**src/rtl/pbus_pkg.sv**
```systemverilog
package pbus_pkg;

  typedef enum logic [1:0] {
    WC_IDLE = 2'd0,
    WC_CAPT = 2'd1,
    WC_SKIP = 2'd2
  } wcap_state_e;

  typedef struct packed {
    logic wide;
    logic we_n;
    logic oe_n;
    logic ce_n;
  } ctrl_t;

endpackage

```
**src/rtl/pbus_sync.sv**
```systemverilog
module pbus_sync #(
  parameter int          W       = 1,
  parameter int          STAGES  = 2,
  parameter logic [W-1:0] RST_VAL = '0
) (
  input  logic         clk,
  input  logic         rst_n,
  input  logic [W-1:0] d,
  output logic [W-1:0] q
);
  logic [W-1:0] stage_q [STAGES];

  for (genvar g = 0; g < STAGES; g++) begin : g_stage
    if (g == 0) begin : g_first
      always_ff @(posedge clk or negedge rst_n) begin
        if (!rst_n) stage_q[g] <= RST_VAL;
        else        stage_q[g] <= d;
      end
    end else begin : g_next
      always_ff @(posedge clk or negedge rst_n) begin
        if (!rst_n) stage_q[g] <= RST_VAL;
        else        stage_q[g] <= stage_q[g-1];
      end
    end
  end

  assign q = stage_q[STAGES-1];
endmodule

```
**src/rtl/pbus_read.sv**
```systemverilog
module pbus_read #(
  parameter int DW = 16,
  localparam int HW = DW / 2
) (
  input  logic          clk,
  input  logic          rst_n,
  input  logic          ce_s,
  input  logic          oe_s,
  input  logic          we_s,
  input  logic          wide_s,
  input  logic          dq_top_s,
  input  logic [DW-1:0] arr_data,
  output logic [DW-1:0] dq_o,
  output logic [DW-1:0] dq_oe
);
  logic          rd_on;
  logic [HW-1:0] lane;

  assign rd_on = !ce_s && !oe_s && we_s;
  assign lane  = dq_top_s ? arr_data[DW-1:HW] : arr_data[HW-1:0];

  always_ff @(posedge clk or negedge rst_n) begin
    if (!rst_n) begin
      dq_o  <= '0;
      dq_oe <= '0;
    end else if (rd_on) begin
      if (wide_s) begin
        dq_o  <= arr_data;
        dq_oe <= '1;
      end else begin
        dq_o  <= {{HW{1'b0}}, lane};
        dq_oe <= {{HW{1'b0}}, {HW{1'b1}}};
      end
    end else begin
      dq_o  <= '0;
      dq_oe <= '0;
    end
  end

  // a high control releases every line one cycle later
  assert_hiz_R2: assert property (@(posedge clk) disable iff (!rst_n)
    (ce_s || oe_s) |=> (dq_oe == '0));

  // byte mode never drives the upper lines
  assert_upper_off_R3: assert property (@(posedge clk) disable iff (!rst_n)
    !wide_s |=> (dq_oe[DW-1:HW] == '0));

  // write enable low blocks any drive
  assert_we_blocks_R1: assert property (@(posedge clk) disable iff (!rst_n)
    !we_s |=> (dq_oe == '0));
endmodule

```
**src/rtl/pbus_wcap.sv**
```systemverilog
module pbus_wcap #(
  parameter int AW = 18,
  parameter int DW = 16,
  localparam int HW = DW / 2
) (
  input  logic          clk,
  input  logic          rst_n,
  input  logic          ce_s,
  input  logic          oe_s,
  input  logic          we_s,
  input  logic          wide_s,
  input  logic [AW-1:0] addr_s,
  input  logic          dq_top_s,
  input  logic [HW-1:0] dq_lo_s,
  output logic          wr_valid,
  output logic [AW-1:0] wr_addr,
  output logic          wr_lsb,
  output logic          wr_byte,
  output logic [HW-1:0] wr_data,
  output logic          wr_drop
);
  import pbus_pkg::*;

  wcap_state_e state;
  logic        act, prev_act;

  // a write is in progress while both strobes are low
  assign act = !ce_s && !we_s;

  always_ff @(posedge clk or negedge rst_n) begin
    if (!rst_n) begin
      state    <= WC_IDLE;
      prev_act <= 1'b0;
      wr_valid <= 1'b0;
      wr_drop  <= 1'b0;
      wr_addr  <= '0;
      wr_lsb   <= 1'b0;
      wr_byte  <= 1'b0;
      wr_data  <= '0;
    end else begin
      prev_act <= act;
      wr_valid <= 1'b0;
      wr_drop  <= 1'b0;
      unique case (state)
        WC_IDLE: begin
          if (act && !prev_act) begin
            if (!oe_s) begin
              wr_drop <= 1'b1;
              state   <= WC_SKIP;
            end else begin
              wr_addr <= addr_s;
              wr_byte <= !wide_s;
              wr_lsb  <= !wide_s && dq_top_s;
              state   <= WC_CAPT;
            end
          end
        end
        WC_CAPT: begin
          if (!oe_s) begin
            wr_drop <= 1'b1;
            state   <= act ? WC_SKIP : WC_IDLE;
          end else if (!act) begin
            wr_data  <= dq_lo_s;
            wr_valid <= 1'b1;
            state    <= WC_IDLE;
          end
        end
        WC_SKIP: begin
          if (!act) state <= WC_IDLE;
        end
        default: state <= WC_IDLE;
      endcase
    end
  end

  // the strobe lasts a single cycle
  assert_single_strobe_R11: assert property (@(posedge clk) disable iff (!rst_n)
    wr_valid |=> !wr_valid);

  // a record and a discard never coincide
  assert_valid_drop_excl_R11: assert property (@(posedge clk) disable iff (!rst_n)
    !(wr_valid && wr_drop));

  // a record follows the end of the cycle
  assert_after_end_R7: assert property (@(posedge clk) disable iff (!rst_n)
    wr_valid |-> $past(ce_s || we_s));

  // a discard follows output enable being low
  assert_drop_oe_R9: assert property (@(posedge clk) disable iff (!rst_n)
    wr_drop |-> !$past(oe_s));

  // the byte-select bit is set only in byte mode
  assert_lsb_byte_R8: assert property (@(posedge clk) disable iff (!rst_n)
    wr_valid |-> (wr_byte || !wr_lsb));
endmodule

```
**src/rtl/pbus_front.sv**
```systemverilog
module pbus_front #(
  parameter int AW     = 18,
  parameter int DW     = 16,
  parameter int STAGES = 2,
  localparam int HW    = DW / 2,
  localparam int BW    = AW + HW + 1
) (
  input  logic          clk,
  input  logic          rst_n,
  input  logic          bus_ce_n,
  input  logic          bus_oe_n,
  input  logic          bus_we_n,
  input  logic          bus_wide,
  input  logic [AW-1:0] bus_addr,
  input  logic [DW-1:0] bus_dq_i,
  output logic [DW-1:0] bus_dq_o,
  output logic [DW-1:0] bus_dq_oe,
  output logic [AW-1:0] arr_addr,
  input  logic [DW-1:0] arr_data,
  output logic          wr_valid,
  output logic [AW-1:0] wr_addr,
  output logic          wr_lsb,
  output logic          wr_byte,
  output logic [HW-1:0] wr_data,
  output logic          wr_drop
);
  import pbus_pkg::*;

  ctrl_t         ctrl_raw, ctrl_s;
  logic [BW-1:0] bus_raw, bus_s;
  logic [AW-1:0] addr_s;
  logic          dq_top_s;
  logic [HW-1:0] dq_lo_s;

  assign ctrl_raw = '{wide: bus_wide, we_n: bus_we_n, oe_n: bus_oe_n, ce_n: bus_ce_n};
  assign bus_raw  = {bus_addr, bus_dq_i[DW-1], bus_dq_i[HW-1:0]};

  pbus_sync #(.W($bits(ctrl_t)), .STAGES(STAGES), .RST_VAL('1)) u_ctrl_sync (
    .clk(clk), .rst_n(rst_n), .d(ctrl_raw), .q(ctrl_s)
  );

  pbus_sync #(.W(BW), .STAGES(STAGES), .RST_VAL('0)) u_bus_sync (
    .clk(clk), .rst_n(rst_n), .d(bus_raw), .q(bus_s)
  );

  assign addr_s   = bus_s[BW-1:HW+1];
  assign dq_top_s = bus_s[HW];
  assign dq_lo_s  = bus_s[HW-1:0];
  assign arr_addr = addr_s;

  pbus_read #(.DW(DW)) u_read (
    .clk(clk), .rst_n(rst_n),
    .ce_s(ctrl_s.ce_n), .oe_s(ctrl_s.oe_n), .we_s(ctrl_s.we_n),
    .wide_s(ctrl_s.wide), .dq_top_s(dq_top_s), .arr_data(arr_data),
    .dq_o(bus_dq_o), .dq_oe(bus_dq_oe)
  );

  pbus_wcap #(.AW(AW), .DW(DW)) u_wcap (
    .clk(clk), .rst_n(rst_n),
    .ce_s(ctrl_s.ce_n), .oe_s(ctrl_s.oe_n), .we_s(ctrl_s.we_n),
    .wide_s(ctrl_s.wide), .addr_s(addr_s), .dq_top_s(dq_top_s), .dq_lo_s(dq_lo_s),
    .wr_valid(wr_valid), .wr_addr(wr_addr), .wr_lsb(wr_lsb), .wr_byte(wr_byte),
    .wr_data(wr_data), .wr_drop(wr_drop)
  );

  // no line is driven while writes are being captured or dropped
  assert_quiet_on_write_R2: assert property (@(posedge clk) disable iff (!rst_n)
    (wr_valid || wr_drop) |-> (bus_dq_oe == '0));
endmodule

```
**config.mk**
```make
export PLATFORM = sky130hd
export DESIGN_NAME = pbus_front
export DESIGN_NICKNAME = d
export VERILOG_FILES = /design/src/rtl/pbus_pkg.sv /design/src/rtl/pbus_sync.sv /design/src/rtl/pbus_read.sv /design/src/rtl/pbus_wcap.sv /design/src/rtl/pbus_front.sv
export SDC_FILE = /design/constraint.sdc
export NUM_CORES = 1
export LEC_CHECK = 0
export ABC_AREA = 1
export BUFFER_PORTS_ARGS = -buffer_cell sky130_fd_sc_hd__buf_4
export CAP_MARGIN = 20
export CORE_ASPECT_RATIO = 1.5
export CORE_MARGIN = 2
export CORE_UTILIZATION = 40
export DETAILED_ROUTE_END_ITERATION = 10
export PLACE_DENSITY_LB_ADDON = 0.2
export SYNTH_ARGS = -nofsm -noshare
export SYNTH_HDL_FRONTEND = slang
export SYNTH_SLANG_ARGS = --single-unit
```
**constraint.sdc**
```tcl
create_clock -name clk -period 3.2 [get_ports clk]
set_clock_uncertainty 0.05 [all_clocks]
set_input_delay 0 -clock clk [delete_from_list [all_inputs] [get_ports clk]]
set_output_delay 0 -clock clk [all_outputs]
set_load 0.05 [all_outputs]
```
==> summary.md, run 1 <==
| Metric | Value |
|---|---|
| Gate power share | `0.188` |
| Reg power frac | `0.394` |
| H-tree Lvls | `4` |
| Final setup vio count | `0` |
| Initial antenna violation count | `0` |
| CP Max Fanout | `20` |
| Largest net degree at the start of global routing | `67` |
| Sequential area share after synthesis | `0.7485` |
| Fin worst setup slack | `1.550 ns` |
| Full die area | `0.01029 mm2` |
| GR Util met3 | `0.06409` |
| Initial core utilization | `0.4097` |
| Synthesized area | `roughly 0.0038 mm2` |
| Clock Pin Slew Worst Setup and Hold Paths | `0.05 ns` |
| YS warnings | `0` |
| Cells after synthesis | `a little over 300` |
| Hpwl dp | `4.970 mm` |
| Worst EP required | `3.48 ns` |
| TritonCTS clock tree | `built` |
| Slew margin rel. | `0.4484` |
| Commonest non-fill, non-tap cell in the layout | `buf_4` |
| Post-CTS Setup Repair Bufs | `0` |
| Num CTS Buffers | `17` |
| Routed Antenna Nets | `0` |
| Hold crit path type | `primary input to async pin` |
| Yosys top cell by area | `dfrtp_1` |
| Worst setup SP type | `flip-flop` |
| Place WS | `1.527 ns` |
| CTS hold repair buffers | `48` |
| RSZ-0062 raised after global routing | `false` |
| Placed insts | `508` |
| WP data arrival | `1.93 ns` |
| Residual DRC | `0` |
| M1 GR Usage | `0.1668` |
| Ports | `around 140` |
| WL/cell | `13.05 um` |
| Final cell count without fillers | `588` |
| #FFs+latches synth | `113` |
| P_leak | `just under 3 nW` |
| Status | `finished, final reports clean` |
| Fin crit share | `0.5157` |
| Setup TNS Final | `0 ns` |
| Post-synth cell types | `20` |
| N_diodes | `0` |
| Int Power | `2.965 mW` |
| Cts repair resizes | `0` |
| Setup crit end kind | `flip-flop` |
| DRT iter0 DRCs | `88` |
| WL final | `7.673 mm` |
| Die W | `83.49 um` |
| # rows | `43` |
| Max Slew Vio Count | `0` |
| GPL Wtd Cong | `0.7088` |
| Synth area leaders | `dfrtp_1, nand2_1, buf_4` |
| GR Overflow Total | `0` |
| Clk pwr share | `0.418` |
| CORE AREA | `just over 0.009 mm2` |
| Nets | `519` |
| Most frequent cells in the layout | `buf_4, dfrtp_1, nand2_1` |
| Router iterations before antenna repair | `4` |
| Worst skew pair latency | `0.39 ns` |
| Vias | `about 2600` |
| Global route hottest layer | `met2` |
| Vias in the first global route | `2600` |
| GRT Util Overall | `0.1584` |
| Via density per instance | `4.361` |
| Final Hold Fails | `0` |
| Post-layout min period | `1.650 ns` |
| Synth Net Count | `361` |
| Worst-margin pin slew | `0.8275 ns` |
| Die H | `123.2 um` |
| Pwr dens | `731.1 mW/mm2` |
| Clock sinks | `113` |
| Switch Pwr | `1.165 mW` |
| Root Driver | `clkbuf_16` |
| Net Sw Frac | `0.2820` |
| Maximum vdd drop | `about 0.55 mV` |
| Yosys top cell area share | `0.6931` |
| Crit path kind | `flip-flop to flip-flop` |
| Layout Utilization | `0.6105` |
| Grt met2 use | `0.2772` |
| Share of layout cells above drive strength 1 | `0.3718` |
| Achievable frequency | `around 0.61 GHz` |
| Layout area overhead | `49.01%` |
| PortBufs | `128` |
| Max_cap viols | `0` |
| CTS max path bufs | `2` |
| Average size of a mapped cell | `12.43 um2` |
| First-pass GRT wire length | `12.36 mm` |
-- flip-flops by register name (all words and copies together) (netlist names), 2 cells and up --
name and flops:
u_bus_sync.q 27, u_bus_sync.stage_q 27, u_wcap.wr_addr 18, u_read.dq_o 16, u_wcap.wr_data 8, u_ctrl_sync.q 4
u_ctrl_sync.stage_q 4, u_read.dq_oe 2, u_wcap.state 2
-- worst max-delay path, stage by stage, from the launching register on --
cell	delay (ns)
dfstp_2	0.56
nor2_4	0.06
nand2_4	0.07
clkinv_1	0.06
nand2_1	0.57
nand2_1	0.11
nand2_1	0.10
-- cells by family (layout without fill, tap and decap cells) --
group	Yosys count	after routing	synth area share
AO/OA/AOI/OAI	4	4	0.006600
flip-flops	113	113	0.7485
AND/OR/NAND/NOR	139	139	0.1561
buffers and inverters	49	220	0.08878
-- cells in the mapped netlist --
library cell	count
nand2_1	86
o21ai_0	1
buf_4	32
a21boi_1	1
buf_2	2
nor3_1	8
o211ai_1	1
nand2_2	2
a21oi_1	1
inv_1	4
inv_2	6
dfrtp_1	105
nand3_2	1
nor2_4	4
nor2_1	28
dfstp_2	8
buf_6	4
nand3_1	9
nand2_4	1
clkinv_1	1
-- final timing paths --
| path | from | endpoint | slack (ns) | cells past startpoint |
|---|---|---|---|---|
| max in group asynchronous | rst_n | u_bus_sync.q[22] | 2.19 | 3 |
| hold reg to reg | u_bus_sync.stage_q[32] | u_bus_sync.q[5] | 0.29 | 0 |
| hold / removal | rst_n | u_bus_sync.stage_q[37] | 0.19 | 2 |
| setup reg to reg | u_ctrl_sync.q[2] | u_wcap.wr_addr[7] | 1.55 | 6 |
| min in group clk | bus_ce_n | u_ctrl_sync.stage_q[4] | 0.20 | 2 |
| setup / recovery | u_ctrl_sync.q[2] | u_wcap.wr_addr[7] | 1.55 | 6 |
-- per-stage QoR --
| step | area, um2 | total power, mW | hold WS [ns] |
|---|---|---|---|
| after floorplan | 3791 | 2.129 | -0.3456 |
| after global placement | 4617 | 2.373 | 0.05935 |
| after detailed placement | 4617 | 2.386 | 0.06031 |
| after CTS | 5649 | 4.184 | 0.1780 |
| after global routing | 5649 | 4.306 | 0.1892 |
| final | 5649 | 4.130 | 0.1924 |
-- power by group through the flow --
stage          Combinational [mW]  Clock, mW  Sequential (mW)
6_report                    0.775       1.73             1.63
4_1_cts                     0.783       1.77             1.63
5_1_grt                     0.820       1.84             1.65
2_1_floorplan               0.186          0             1.94
3_5_place_dp                0.735          0             1.65
3_3_place_gp                0.728          0             1.64
-- final cells by class --
cell class,count,area [um2]
Fill cell,747,3605
Clock inverter,8,90.09
Multi-Input combinational cell,143,616.8
Tap cell,112,140.1
Sequential cell,113,2838
Inverter,11,41.29
Timing Repair Buffer,177,1461
Clock buffer,24,461.7
-- metal layers --
metal / vias up / wire [um]
met1: 1255 / 2757
met3: 12 / 436
met4: 0 / 157
li1: 1223 / -
met5: - / 0
met2: 74 / 4323
No activity file was read; power rests on OpenSTA's default activity.
==> run 2, diff against run 1 <==
--- a/config.mk
+++ b/config.mk
@@ -5,7 +5,7 @@
 export SDC_FILE = /design/constraint.sdc
 export NUM_CORES = 1
 export LEC_CHECK = 0
-export ABC_AREA = 1
+export ABC_AREA = 0
 export BUFFER_PORTS_ARGS = -buffer_cell sky130_fd_sc_hd__buf_4
 export CAP_MARGIN = 20
 export CORE_ASPECT_RATIO = 1.5
==> constraint.sdc (replaced) <==
create_clock -name clk -period 1.55 [get_ports clk]
set_clock_uncertainty 0.05 [all_clocks]
set_input_delay 0 -clock clk [delete_from_list [all_inputs] [get_ports clk]]
set_output_delay 0 -clock clk [all_outputs]
set_load 0.05 [all_outputs]
==> summary.md, run 2 <==
| Metric | Value |
|---|---|
| PortBufs | `128 (unchanged)` |
| Average size of a mapped cell | `16.31 um2 (+31%)` |
| Post-synth cell types | `23 (+15%)` |
| Worst-margin pin slew | `0.4380 ns (-0.3895 ns)` |
| WL/cell | `13.71 um (+5.0%)` |
| GRT Util Overall | `0.1515 (-0.006824)` |
| Yosys top cell by area | `dfrtp_1` |
| Layout area overhead | `53.11%` |
| Synthesized area | `0.003767 mm2 (-0.63%)` |
| Fin area | `0.005768 mm2 (+2.1%)` |
| YS warnings | `0 (unchanged)` |
| Ports | `136 (unchanged)` |
| Clock sinks | `113 (unchanged)` |
| CTS max path bufs | `2 (unchanged)` |
| Max_cap viols | `0 (unchanged)` |
| Hold crit path type | `primary input to async pin` |
| Slew margin rel. | `0.7080 (+0.2597)` |
| Worst skew pair latency | `0.39 ns (about the same)` |
| Number of fill cells in the layout | `689 (-7.8%)` |
| Setup crit end kind | `flip-flop` |
| Num CTS Buffers | `17 (unchanged)` |
| Die W | `83.24 um (-0.30%)` |
| Routed Antenna Nets | `0 (unchanged)` |
| Crit path kind | `flip-flop to flip-flop` |
| Gate power share | `0.205 (+0.017)` |
| Via density per instance | `4.367 (+0.14%)` |
| Nets | `452 (-13%)` |
| Switch Pwr | `2.526 mW (+120%)` |
| Clock Pin Slew Worst Setup and Hold Paths | `0.05 ns (about the same)` |
| H-tree Lvls | `4 (unchanged)` |
| Commonest cells post-synth | `dfrtp_1, buf_4, nand2_1` |
| Most frequent cell after synthesis | `dfrtp_1` |
| Worst Setup SP | `u_ctrl_sync.q[1]` |
| Die H | `122.9 um (-0.30%)` |
| GR Overflow Total | `0 (unchanged)` |
| CORE AREA | `0.009200 mm2 (-0.58%)` |
| Worst R2R Start | `u_ctrl_sync.q[1]` |
| Achievable frequency | `0.6654 GHz (+9.8%)` |
| CP Max Fanout | `9 (-55%)` |
| N_diodes | `0 (unchanged)` |
| Synth async-reset ratio | `1.000 (unchanged)` |
| Setup TNS Final | `0 ns (unchanged)` |
| Initial antenna violation count | `0 (unchanged)` |
| Primary FF master, synth | `dfrtp_1` |
| Commonest non-fill, non-tap cell in the layout | `buf_4` |
| DRT iter0 DRCs | `86 (-2.3%)` |
| Root Driver | `clkbuf_16` |
| Vias in the first global route | `2421 (-6.9%)` |
| Share of layout cells above drive strength 1 | `0.5037 (+0.1318)` |
| Largest net degree at the start of global routing | `46 (-31%)` |
| Initial core utilization | `0.4095 (about the same)` |
| Fin crit share | `0.9696 (+0.4539)` |
| Reg power frac | `0.378 (-0.016)` |
| Placed insts | `441 (-13%)` |
| Status | `finished, final reports clean` |
| Final setup vio count | `0 (unchanged)` |
| Vias | `2275 (-11%)` |
| First-pass GRT wire length | `11.67 mm (-5.5%)` |
| # rows | `43 (unchanged)` |
| Most frequent cells in the layout | `buf_4, dfrtp_1, dlygate4sd3_1` |
| Worst EP required | `1.77 ns (-1.71 ns)` |
| #FFs+latches synth | `113 (unchanged)` |
| Yosys top cell area share | `0.6974 (+0.004373)` |
| Cells after synthesis | `231 (-24%)` |
| RSZ-0062 raised after global routing | `false` |
| WP data arrival | `1.73 ns (-0.20 ns)` |
| Router iterations before antenna repair | `4 (unchanged)` |
| Full die area | `0.01023 mm2 (-0.60%)` |
| Maximum vdd drop | `1.129 mV (+100%)` |
| Final Hold Fails | `0 (unchanged)` |
| TritonCTS clock tree | `built` |
| Synth area leaders | `dfrtp_1, buf_4, mux2_4` |
| Clk pwr share | `0.418 (about the same)` |
| EDFF count, synth | `0 (unchanged)` |
| Residual DRC | `0 (unchanged)` |
| Sequential area share after synthesis | `0.7532 (+0.004723)` |
| WL final | `7.141 mm (-6.9%)` |
| Area of placed instances | `0.004693 mm2 (+1.7%)` |
| Final cell count without fillers | `521 (-11%)` |
| Net Sw Frac | `0.2809 (-0.001072)` |
| Max Slew Vio Count | `0 (unchanged)` |
| Int Power | `6.467 mW (+120%)` |
| Synth Net Count | `287 (-20%)` |
| Hpwl dp | `4.509 mm (-9.3%)` |
| Pwr dens | `1559 mW/mm2 (+110%)` |
| Worst setup SP type | `flip-flop` |
| Post-layout min period | `1.503 ns (-0.1473 ns)` |
| P_leak | `2.880 nW (-1.1%)` |
| GPL Wtd Cong | `0.6943 (-2.0%)` |
## run 2: cell count changes after synthesis, moves of 3 or more
cell | before | now
a21oi_1 | 1 | 9
and3_1 | 0 | 9
inv_2 | 6 | 0
mux2_2 | 0 | 12
mux2_4 | 0 | 15
nand2_1 | 86 | 17
nand3_1 | 9 | 0
nor2_1 | 28 | 3
nor2_4 | 4 | 1
nor3_1 | 8 | 2
## run 2: kinds of logic (layout without fill, tap and decap cells)
logic type      after synthesis  after routing  synth area share
compound gates               10             10           0.01395
buf+inv                      40            218           0.07771
flops                       113            113            0.7532
mux                          28             28           0.09831
simple gates                 40             40           0.05679
## run 2: worst paths after layout
kind                                           to  slack [ns]  depth (start not counted)
setup reg to reg                u_wcap.wr_data[5]        0.05                          4
hold reg to reg                  u_bus_sync.q[25]        0.29                          0
min in group clk           u_bus_sync.stage_q[42]        0.19                          2
hold / removal             u_bus_sync.stage_q[34]        0.05                          2
max in group asynchronous        u_ctrl_sync.q[3]        0.79                          3
setup / recovery                u_wcap.wr_data[5]        0.05                          4
## run 2: per-stage QoR
step                      utilization  power, mW  hold slack [ns]  worst slack (ns)
final                          0.6270      8.993          0.04847           0.04715
after global routing           0.6270      9.351          0.09044          0.006789
after CTS                      0.6268      9.118          0.03755           0.02905
after detailed placement       0.5101      5.203         -0.07158           0.04570
after global placement         0.5101      5.177         -0.07173           0.04651
after floorplan                     -      4.606          -0.3456            0.1086
## run 2: what timing repair did
item | 4_1_cts | 5_1_grt
hold buffers | 48 | 0
hold endpoints to repair | 158 | 0
setup buffers | 0 | 0
resized for setup | 0 | 1
setup endpoints to repair | 0 | 3
## run 2: power by group through the flow
stage          Combinational (mW)  Sequential [mW]  Clock (mW)
6_report                     1.84             3.40        3.75
2_1_floorplan               0.466             4.14           0
3_5_place_dp                 1.76             3.45           0
4_1_cts                      1.86             3.40        3.86
5_1_grt                      1.92             3.43        3.99
3_3_place_gp                 1.74             3.44           0
## run 2: layout make-up
type / count / area, um2 / share of cell area
clock inverter: 9 / 105.1 / 0.01822
tap: 112 / 140.1 / 0.02429
inverter: 2 / 7.507 / 0.001302
clock buffer: 23 / 488.0 / 0.08460
multi-input combinational: 78 / 638.1 / 0.1106
sequential: 113 / 2838 / 0.4920
timing repair buffer: 184 / 1551 / 0.2690
## run 2: worst max-delay path, cell delays in order, from the launching register on
cell and delay [ns]:
dfstp_2 0.53, and2b_4 0.16, and3b_2 0.20, buf_12 0.14, mux2_4 0.30
## run 2: metal layers
layer / global-route usage / share of wire / vias up
met4: 0.08607 / 0.017 / 0
met5: 0 / 0 / -
met2: 0.2505 / 0.55 / 82
met1: 0.1703 / 0.37 / 1122
met3: 0.05447 / 0.059 / 12
li1: - / - / 1059
